==> src/rtl/spdif_tx.sv <==
module spdif_tx #(
  parameter int SAMPLE_W = 24,
  parameter int DIV      = 4,
  parameter int FRAMES   = 192
)(
  input  logic                                          clk,
  input  logic                                          rst_n,
  input  logic                                          wr_en,
  input  logic [2:0]                                    wr_addr,
  input  logic [((SAMPLE_W > 16) ? SAMPLE_W : 16)-1:0]  wr_data,
  output logic                                          spdif_o,
  output logic                                          req_o,
  output logic                                          irq_o
);
  localparam int PAD = 24 - SAMPLE_W;
  localparam int DW  = (DIV > 1) ? $clog2(DIV) : 1;
  localparam int FW  = (FRAMES > 1) ? $clog2(FRAMES) : 1;
  localparam logic [DW-1:0] DIV_LAST = DW'(DIV - 1);
  localparam logic [FW-1:0] FR_LAST  = FW'(FRAMES - 1);

  logic [SAMPLE_W-1:0] smp_l, smp_r, sh_l, sh_r;
  logic [15:0]         st_lo, st_mid;
  logic [13:0]         ctrl;
  logic [3:0]          sh_flags;
  logic                sh_cs, req, line, pol;
  logic [DW-1:0]       div_cnt;
  logic [6:0]          half;
  logic [FW-1:0]       frame_cnt;

  logic en, ie, tick, step, sub, frame_start, wr_left;
  logic [4:0] slot;
  assign en          = ctrl[12];
  assign ie          = ctrl[13];
  assign tick        = en && (div_cnt == '0);
  assign step        = en && (div_cnt == DIV_LAST);
  assign sub         = half[6];
  assign slot        = half[5:1];
  assign frame_start = tick && (half == 7'd0);
  assign wr_left     = wr_en && (wr_addr == 3'd0);

  // channel-status bit for the current frame
  logic [39:0] cs_vec;
  int unsigned fidx;
  logic        cs_now;
  assign cs_vec = {ctrl[7:0], 2'b00, st_mid[13:0], st_lo};
  assign fidx   = 32'(frame_cnt);
  assign cs_now = (fidx < 32'd40) ? cs_vec[fidx[5:0]] : 1'b0;

  // payload of the subframe in flight
  logic [23:0] aud;
  logic [4:0]  aidx;
  logic        vbit, ubit, par, data_bit;
  assign aud  = (sub ? 24'(sh_r) : 24'(sh_l)) << PAD;
  assign vbit = sub ? sh_flags[2] : sh_flags[0];
  assign ubit = sub ? sh_flags[3] : sh_flags[1];
  assign par  = ^{aud, vbit, ubit, sh_cs};
  assign aidx = slot - 5'd4;

  always_comb begin
    if (slot < 5'd28)       data_bit = aud[aidx];
    else if (slot == 5'd28) data_bit = vbit;
    else if (slot == 5'd29) data_bit = ubit;
    else if (slot == 5'd30) data_bit = sh_cs;
    else                    data_bit = par;
  end

  // next line level
  logic [7:0] pat;
  logic [2:0] pidx;
  logic       pol_now, nxt;
  assign pat     = sub ? 8'b11100100 : ((frame_cnt == '0) ? 8'b11101000 : 8'b11100010);
  assign pidx    = 3'd7 - half[2:0];
  assign pol_now = (half[5:0] == 6'd0) ? line : pol;

  always_comb begin
    if (slot < 5'd4)   nxt = pat[pidx] ^ pol_now;
    else if (!half[0]) nxt = ~line;
    else               nxt = line ^ data_bit;
  end

  always_ff @(posedge clk or negedge rst_n) begin
    if (!rst_n) begin
      smp_l  <= '0;
      smp_r  <= '0;
      st_lo  <= '0;
      st_mid <= '0;
      ctrl   <= '0;
    end else if (wr_en) begin
      case (wr_addr)
        3'd0:    smp_l  <= wr_data[SAMPLE_W-1:0];
        3'd1:    smp_r  <= wr_data[SAMPLE_W-1:0];
        3'd2:    st_lo  <= wr_data[15:0];
        3'd3:    st_mid <= wr_data[15:0];
        3'd4:    ctrl   <= wr_data[13:0];
        default: ;
      endcase
    end
  end

  always_ff @(posedge clk or negedge rst_n) begin
    if (!rst_n)           req <= 1'b1;
    else if (wr_left)     req <= 1'b0;
    else if (frame_start) req <= 1'b1;
  end

  always_ff @(posedge clk or negedge rst_n) begin
    if (!rst_n) begin
      sh_l     <= '0;
      sh_r     <= '0;
      sh_flags <= '0;
      sh_cs    <= 1'b0;
    end else if (frame_start) begin
      sh_l     <= smp_l;
      sh_r     <= smp_r;
      sh_flags <= ctrl[11:8];
      sh_cs    <= cs_now;
    end
  end

  always_ff @(posedge clk or negedge rst_n) begin
    if (!rst_n) begin
      div_cnt   <= '0;
      half      <= '0;
      frame_cnt <= '0;
      line      <= 1'b0;
      pol       <= 1'b0;
    end else if (!en) begin
      div_cnt   <= '0;
      half      <= '0;
      frame_cnt <= '0;
      line      <= 1'b0;
      pol       <= 1'b0;
    end else begin
      if (tick) begin
        line <= nxt;
        if (half[5:0] == 6'd0) pol <= line;
      end
      if (step) begin
        div_cnt <= '0;
        half    <= half + 7'd1;
        if (half == 7'd127)
          frame_cnt <= (frame_cnt == FR_LAST) ? '0 : frame_cnt + 1'b1;
      end else begin
        div_cnt <= div_cnt + 1'b1;
      end
    end
  end

  assign spdif_o = line;
  assign req_o   = req;
  assign irq_o   = req & ie;
endmodule

==> config.mk <==
export PLATFORM = sky130hd
export DESIGN_NAME = spdif_tx
export DESIGN_NICKNAME = d
export VERILOG_FILES = /design/src/rtl/spdif_tx.sv
export SDC_FILE = /design/constraint.sdc
export NUM_CORES = 1
export LEC_CHECK = 0
export BUFFER_PORTS_ARGS = -buffer_cell sky130_fd_sc_hd__buf_2
export CAP_MARGIN = 20
export CORE_ASPECT_RATIO = 1.2
export CORE_UTILIZATION = 40
export DETAILED_ROUTE_END_ITERATION = 10
export GPL_TIMING_DRIVEN = 0
export PLACE_DENSITY = 0.54
export RECOVER_POWER = 100
export SETUP_SLACK_MARGIN = 0.02
export SLEW_MARGIN = 20
export SYNTH_ARGS = -nofsm -noshare
export SYNTH_HDL_FRONTEND = slang
export SYNTH_SLANG_ARGS = --single-unit
==> constraint.sdc <==
create_clock -name clk -period 2.8 [get_ports clk]
set_input_delay 0.14 -clock clk [delete_from_list [all_inputs] [get_ports clk]]
set_output_delay 0.14 -clock clk [all_outputs]
set_load 0.02 [all_outputs]
==> results.txt, run 1 <==
The flow ran to the end, but the final reports show violations. The final reports fail on max-capacitance violations, max-slew violations. The later-pin clock latency in the skew report is approximately 430 ps. For met2 alone, demand over resource in global routing was 0.3076.

The total negative setup slack came out at 0 ps. The layout overhead on the synthesized area came out at 15.63%. The transition at the pin with the smallest max-transition slack came out at 2079 ps. Hold timing on the final database bottoms out at a slack of between 30 and 40 ps. The standard cell core area is 0.01906 sq mm. The overall fraction of global-route tracks in use came out at 0.1881. For this run, the post-layout net count is about 650.

The post-synth net total is slightly below 600. The top flip-flop cell by instance count after synthesis is sky130_fd_sc_hd__dfrtp_1. The required time of the worst setup path came out at about 3100 ps. The number of H-tree branching levels came out at 4. The detailed-route vias per instance is 5.199. For met3 alone, demand over resource in global routing was 0.03464. After detailed routing, the average wire length per cell comes to 19.51 um. The I/O pin count is 33.

Among all cell types in the netlist, the one instantiated most often is sky130_fd_sc_hd__dfrtp_1. The first detailed-routing pass took 4 iterations. The weighted congestion reported at the end of routability-driven placement came out at about 0.76. CTS saw about 170 sinks. The area enclosed by the die boundary came out at between 0.02 and 0.025 sq mm. The remaining max-slew budget at the tightest pin is -0.3858.

The period utilization is 0.9449. After legalization and detailed placement, the total HPWL measured 12190 um. The post-CTS setup buffer count came out at 0. The number of global-route vias before repair came out at ~4.7k.

Entering global routing, the biggest net connects 84 pins. The minimum period implied by the final worst setup slack came out at approximately 2600 ps. The largest fanout of any net on the critical path came out at 10. The total of max-cap violations came out at 1. The wire length of the first global-routing pass came out at between 20000 and 30000 um.

The cell accounting for the most synthesized area is sky130_fd_sc_hd__dfrtp_1. After technology mapping, the gate count stands at between 500 and 600. VDD sags by at most 0.0005223 V. The number of buffer cells added on primary ports came out at 32. The die height is roughly 160 um. The share of the synthesized area in the top cell type is 0.5220.

The critical path is of the reg2reg type. Sorting the synthesized cells by how often they occur yields sky130_fd_sc_hd__dfrtp_1, sky130_fd_sc_hd__mux2_2, sky130_fd_sc_hd__xor2_1. The number of rows created at floorplan is 55. Of all flip-flops after synthesis, the portion carrying an async set or reset was 1.000. The clock transition at the registers of the reported paths came out at 70 ps. The count of different cell masters after synthesis is 46. The upper clock frequency limit is between 0.3 and 0.4 GHz.

The initial antenna violation count is 0. The cell area after synthesis came out at roughly 0.0079 sq mm. For this run, the number of Yosys warnings is 0. The routed layout has between 4k and 5k vias. By area the synthesized netlist is led by sky130_fd_sc_hd__dfrtp_1, sky130_fd_sc_hd__mux2_2, sky130_fd_sc_hd__mux4_2, sky130_fd_sc_hd__xor2_1, sky130_fd_sc_hd__mux2i_1. After the first detailed-routing iteration, the DRC count stood at around 170. The cell area after placement came out at about 0.0084 sq mm.

The width of the die came out at ~130 um. Dividing total power by cell area gives a power density of between 900 and 1000 mW/mm^2. The worst setup path is launched from a flop. The worst setup path is captured at a flop. The signal arrival time at the worst endpoint is ~3000 ps.

The final global-route overflow total came out at 0. Of the cells placed in the final design, the portion with a size suffix greater than 1 is 0.4029. The detailed-route wire length is about 17000 um. The clock root buffer is sky130_fd_sc_hd__clkbuf_16. The repair_antennas step left the layout with diodes totalling 0. The layer flagged by global routing as most heavily used is met2. For this run, design rule violations remaining after detail routing come to 0. The number of pins exceeding their max-slew limit in the final report came to 83. The clock arrives with 7.355 ps of skew.

The CTS buffer count came out at 17. The sequential element share of the synthesized area came out at 0.5253. The post-synthesis register bit count came out at roughly 170. The total setup violations reported at the end of the flow came out at 0. In this run, synthesis inferred 0 flip-flops with an integrated enable. The cell area after layout is approximately 0.0091 sq mm. In this run the static leakage power is between 3 and 4 nW.

The path type of the worst min-delay path is in2reg. The slack of the worst reg-to-reg path came out at 150 ps. No sink is reached through more buffers than the 2 on the longest clock path. The initial core utilization is 0.4125.

The final antenna-violating net count came out at 0. For this run, global-route usage on met1 was measured as 0.2544. Each instance of the synthesized netlist takes up on average ~14 sq um. Setup repair after global routing left no endpoint under its margin. The hold violation count in the final report is 0.

TritonCTS built the clock tree.
final cells by class:
| type | count | area [sq um] |
|---|---|---|
| Buffer | 28 | 187.7 |
| Clock buffer | 20 | 466.7 |
| Clock inverter | 12 | 150.1 |
| Fill cell | 1737 | 9971 |
| Inverter | 10 | 37.54 |
| Multi-Input combinational cell | 345 | 3520 |
| Sequential cell | 165 | 4133 |
| Tap cell | 256 | 320.3 |
| Timing Repair Buffer | 43 | 276.5 |
worst max-delay path, cell delays in order, from the launching register on:
cell	delay, ps
sky130_fd_sc_hd__dfrtp_1	390
sky130_fd_sc_hd__buf_6	150
sky130_fd_sc_hd__clkbuf_4	220
sky130_fd_sc_hd__inv_2	160
sky130_fd_sc_hd__ha_1	160
sky130_fd_sc_hd__and3b_2	220
sky130_fd_sc_hd__nand2_1	80
sky130_fd_sc_hd__nor3b_1	180
sky130_fd_sc_hd__clkbuf_4	270
sky130_fd_sc_hd__buf_2	310
sky130_fd_sc_hd__mux2_2	380
repair_timing:
item	4_1_cts	5_1_grt
endpoints found under the setup margin	49	47
endpoints found under the hold margin	98	0
hold buffers	9	0
gates resized for setup	2	9
cells in the final DEF, fill, tap and decap left out, types with 8 or more instances in the layout:
cell                            netlist  final
sky130_fd_sc_hd__and2_0               0      8
sky130_fd_sc_hd__buf_2                6     29
sky130_fd_sc_hd__clkbuf_1            13     17
sky130_fd_sc_hd__clkbuf_16            0     17
sky130_fd_sc_hd__dfrtp_1            164    162
sky130_fd_sc_hd__dlygate4sd3_1        0      9
sky130_fd_sc_hd__ha_1                 8      8
sky130_fd_sc_hd__inv_1                9      9
sky130_fd_sc_hd__mux2_2             146    146
sky130_fd_sc_hd__mux2i_1             21     21
sky130_fd_sc_hd__mux4_2              20     20
sky130_fd_sc_hd__nand2_1             16     16
sky130_fd_sc_hd__nand3_1              9      9
sky130_fd_sc_hd__nor2_1              17     17
sky130_fd_sc_hd__xnor2_1             23     23
sky130_fd_sc_hd__xor2_1              29     29
per-layer routing:
| metal | up-vias | wire [um] |
|---|---|---|
| li1 | 2089 | - |
| met1 | 2416 | 8066 |
| met2 | 47 | 8488 |
| met3 | 18 | 391 |
| met4 | 0 | 202 |
| met5 | - | 0 |
through the flow:
step / cells / total power, mW / setup slack (ps) / util
floorplan: 548 / 5.873 / 415.9 / -
global placement: 836 / 6.536 / -949.9 / 0.4377
detailed placement: 838 / 6.624 / -229.1 / 0.4404
CTS: 879 / 9.100 / 37.49 / 0.4777
global route: 879 / 9.508 / 23.35 / 0.4769
finish: 879 / 8.986 / 154.3 / 0.4769
kinds of logic (layout without fill, tap and decap cells):
group,after synthesis,count (layout),synth area share
AO/OA/AOI/OAI,18,18,0.01591
XOR/XNOR,53,53,0.05999
adder cells (fa/ha/maj),8,8,0.01273
buffers and inverters,38,113,0.02705
flip-flops,165,165,0.5253
multiplexers,192,192,0.3098
AND/OR/NAND/NOR,74,74,0.04917
path summary, 6_finish.rpt:
path,startpoint,to,depth (start not counted)
setup / recovery,half[1]$_DFFE_PN0P_,sh_l[22]$_DFFE_PN0P_,10
hold / removal,wr_data[0],smp_l[0]$_DFFE_PN0P_,2
setup reg to reg,half[1]$_DFFE_PN0P_,sh_l[22]$_DFFE_PN0P_,10
hold reg to reg,div_cnt[0]$_DFF_PN0_,div_cnt[0]$_DFF_PN0_,1
max in group asynchronous,rst_n,frame_cnt[0]$_DFFE_PN0P_,2
min in group asynchronous,rst_n,spdif_o$_DFFE_PN0P_,2
power breakdown:
group          switching, mW  total [mW]  internal [mW]
registers              0.611        3.71           3.10
logic                   1.19        2.85           1.66
clock network          0.954        2.43           1.47
sequential cells by signal, indices dropped and copies added (netlist names):
signal / flops
st_lo: 16
ctrl: 14
sh_flags: 4
half: 7
frame_cnt: 8
sh_cs: 1
smp_l: 24
st_mid: 14
div_cnt: 2
req_o: 1
spdif_o: 1
smp_r: 24
pol: 1
sh_r: 24
sh_l: 24
Note: power is estimated with default switching activity, not from simulation.
==> run 2, diff against run 1 <==
CORE_ASPECT_RATIO = 1.1   (was 1.2)
PLACE_DENSITY = 0.56   (was 0.54)
clock period = 2.3 ns   (was 2.8 ns; I/O delays follow)
==> run 2 against run 1 <==
Compared with the run above: the flow finishes with violations (max-capacitance violations, max-slew violations, negative setup slack); via count is 3.5% higher; critical path depth grew 1; combinational power up 50%; critical endpoint is now spdif_o$_DFFE_PN0P_; largest cell class unchanged.
==> results.txt, run 2 (synthesis gave the netlist of run 1 again) <==
The number of pins exceeding their max-slew limit in the final report is 71. The total of max-cap violations came out at 1. The overall fraction of global-route tracks in use is 0.1911. The signal arrival time at the worst endpoint is just under 3000 ps. The width of the die came out at between 100 and 150 um.

The net switching power is between 3 and 4 mW. For this configuration, the core starts out at a cell density of 0.4103. The number of nets in the layout is roughly 670. The antenna diode count came out at 0. The initial antenna violation count came out at 0. The detailed-route wire length came out at between 15000 and 20000 um. The required time of the worst setup path came out at ~2600 ps. The beginning of the worst register-to-register path is half[6]$_DFFE_PN0P_.

The startpoint type of the worst setup path is a flop. Setup violations remaining at the end of the flow were counted as 1. Setup total negative slack on the finished layout was measured at -342.6 ps. The proportion of layout cells with a drive suffix above 1 is 0.4343. The fraction of power consumed by combinational cells came out at 0.360. Setup repair after global routing could not meet its margin everywhere.

From synthesis to final layout, the design area changed by 24.00%. The count of nets left with antenna violations once routing finished came out at 0. The clock transition at the registers of the reported paths is 70 ps. The CTS buffer count is 17.

The most numerous cell type found on the critical path is sky130_fd_sc_hd__xnor2_1. The number of clock sinks seen by CTS came out at approximately 170. The clock network fraction of total power came out at 0.260.

The wire length of the first global-routing pass is about 29000 um. The slack of the worst reg-to-reg path is -340 ps. In this run the deepest clock path goes through 2 buffers. The number of rows created at floorplan is 53. The number of design-rule violations left by the first detailed-router iteration is around 180. The routed wire length per instance came out at approximately 20 um. The leakage power figure is between 4 and 5 nW.

The power density relative to cell area is approximately 1200 mW/mm^2. The flow ran to the end, but the final reports show violations. The area enclosed by the die boundary came out at 0.02022 sq mm. The minimum period implied by the final worst setup slack is 2643 ps. The cell area after layout is between 0.009 and 0.01 sq mm.

Setup slack on the critical path of the routed design comes to -342.6 ps. The I/O pin count is 33. STA classifies the critical path endpoint as a flop.

The largest fanout of any net on the critical path came out at 10. The launch point of the worst path is half[6]$_DFFE_PN0P_. The hold violation count in the final report is 0.

The remaining max-slew budget at the tightest pin came out at -0.2342. The number of global-route vias before repair came to ~5k. The final global-route overflow total came out at 0. The transition at the pin with the smallest max-transition slack came out at about 1900 ps. The upper clock frequency limit is ~0.38 GHz. The count of vias placed by the detailed router came out at around 4.7k. Leaving out fill and tap cells, the most frequent cells in the layout are sky130_fd_sc_hd__dfrtp_1, sky130_fd_sc_hd__mux2_2, sky130_fd_sc_hd__xor2_1. The sequential fraction of design power is 0.380. The endpoint identified for the worst register-to-register timing path is spdif_o$_DFFE_PN0P_.

The slowest stage cell on the critical path is sky130_fd_sc_hd__o41ai_2. In the routed layout, each cell is associated on average with a via count of approximately 5.3. The residual DRC count came out at 0. In this run the standard cell core region covers between 0.015 and 0.02 sq mm. Counting buffers and inverters, the worst setup path is 11 cells deep.

Buffers placed on the I/O ports in this run total 32. The maximum number of pins on one net before global-route repair came out at 96. TritonCTS built the clock tree. The worst setup path is of the reg2reg kind. The stage delay of the slowest cell on the critical path is approximately 400 ps. On the critical path the largest part of the delay comes from XOR/XNOR gates. The count of buffer and inverter cells on the critical path came out at 1. Of the total power, the share spent switching nets is 0.2997. The commonest non-fill, non-tap cell in the layout is sky130_fd_sc_hd__dfrtp_1. The critical path goes through buf_6 -> mux2i_2 -> xnor2_1 -> xnor2_1 -> xnor2_1 -> xnor2_1 -> a32oi_1 -> o41ai_2 -> mux2i_1 -> o211ai_1 -> and2_1. The most critical setup path has its endpoint at spdif_o$_DFFE_PN0P_. The worst hold path was traced through 2 stages. The die height came out at 149.0 um. In this run the clock root is driven by a sky130_fd_sc_hd__clkbuf_16. In this run the worst hold path is classified as in2reg. The weighted congestion reported at the end of routability-driven placement is between 0.7 and 0.8.

The HPWL after detailed placement came out at about 12000 um. The number of search-and-repair iterations in the first detailed-routing pass came out at 4. The final reports fail on max-capacitance violations, max-slew violations, negative setup slack. VDD sags by at most about 0.00063 V.

The H-tree was split into 4 levels. The later-pin clock latency in the skew report came out at approximately 430 ps. The worst-case reg-to-reg path depth came out at 11. The internal cell power is between 8 and 9 mW.

The period utilization is 1.149. Summing all placed instances gives a cell area of 0.008383 sq mm. The clock skew is ~14 ps.
-- run 2: changes by cell type in the layout (fill, tap and decap cells not counted), sizes merged --
cell,delta
buf,+24
clkbuf,-3
dlygate4sd3,+3
inv,-3
bufinv,+2
clkinv,+2
clkinvlp,-1
-- run 2: cell type report --
cell class | count | area, sq um
clock buffer | 19 | 432.9
clock inverter | 12 | 205.2
inverter | 10 | 50.05
timing repair buffer | 69 | 648.1
tap | 247 | 309.0
multi-input combinational | 345 | 3690
fill | 1611 | 9415
buffer | 27 | 280.3
sequential | 165 | 4134
-- run 2: worst register-to-register path: cells and delay by family, from the launching register on --
kind,cells,cell delay (ps)
muxes,2,500
and+or+nand+nor,1,170
buffers and inverters,1,210
AOI/OAI and AO/OA,3,580
DFF,1,370
xor gates and xnor gates,4,670
-- run 2: power groups by stage --
stage	registers (mW)	clock network, mW	logic (mW)
after CTS	4.50	3.16	3.89
after global routing	4.65	3.28	4.66
after floorplan	4.28	0	2.85
final	4.52	3.09	4.28
after global placement	4.51	0	3.40
after detailed placement	4.54	0	3.48
-- run 2: what timing repair did --
action	in CTS	in global routing
pin swaps	1	1
endpoints found under the setup margin	61	60
buffers inserted	7	10
endpoints found under the hold margin	91	2
cloned	5	3
gates resized for setup	44	45
hold buffers	11	1
-- run 2: worst min-delay path by stage --
stage,start,end
6_report,wr_data[3],st_mid[3]$_DFFE_PN0P_
5_1_grt,wr_data[3],st_mid[3]$_DFFE_PN0P_
4_1_cts,wr_data[3],ctrl[3]$_DFFE_PN0P_
3_5_place_dp,rst_n,frame_cnt[7]$_DFFE_PN0P_
3_3_place_gp,wr_data[20],smp_l[20]$_DFFE_PN0P_
2_1_floorplan,rst_n,ctrl[0]$_DFFE_PN0P_
-- run 2: metal layers --
layer | vias to the layer above | routed length [um] | track usage
met5 | - | 0 | 0
met4 | 0 | 331 | 0.06011
met3 | 20 | 497 | 0.04077
met2 | 72 | 8976 | 0.3087
met1 | 2495 | 8172 | 0.2560
li1 | 2143 | - | -
-- run 2: through the flow --
step / setup WS, ps / std cells / util / hold WS [ps] / power, mW
4_1_cts: -371.8 / 882 / 0.4929 / 1.139 / 11.54
3_3_place_gp: -1681 / 827 / 0.4349 / 360.4 / 7.908
6_report: -342.6 / 894 / 0.5087 / 21.59 / 11.89
5_1_grt: -526.0 / 894 / 0.5087 / 6.190 / 12.59
3_5_place_dp: -467.8 / 829 / 0.4374 / 127.9 / 8.023
2_1_floorplan: -54.51 / 548 / - / -180.6 / 7.130
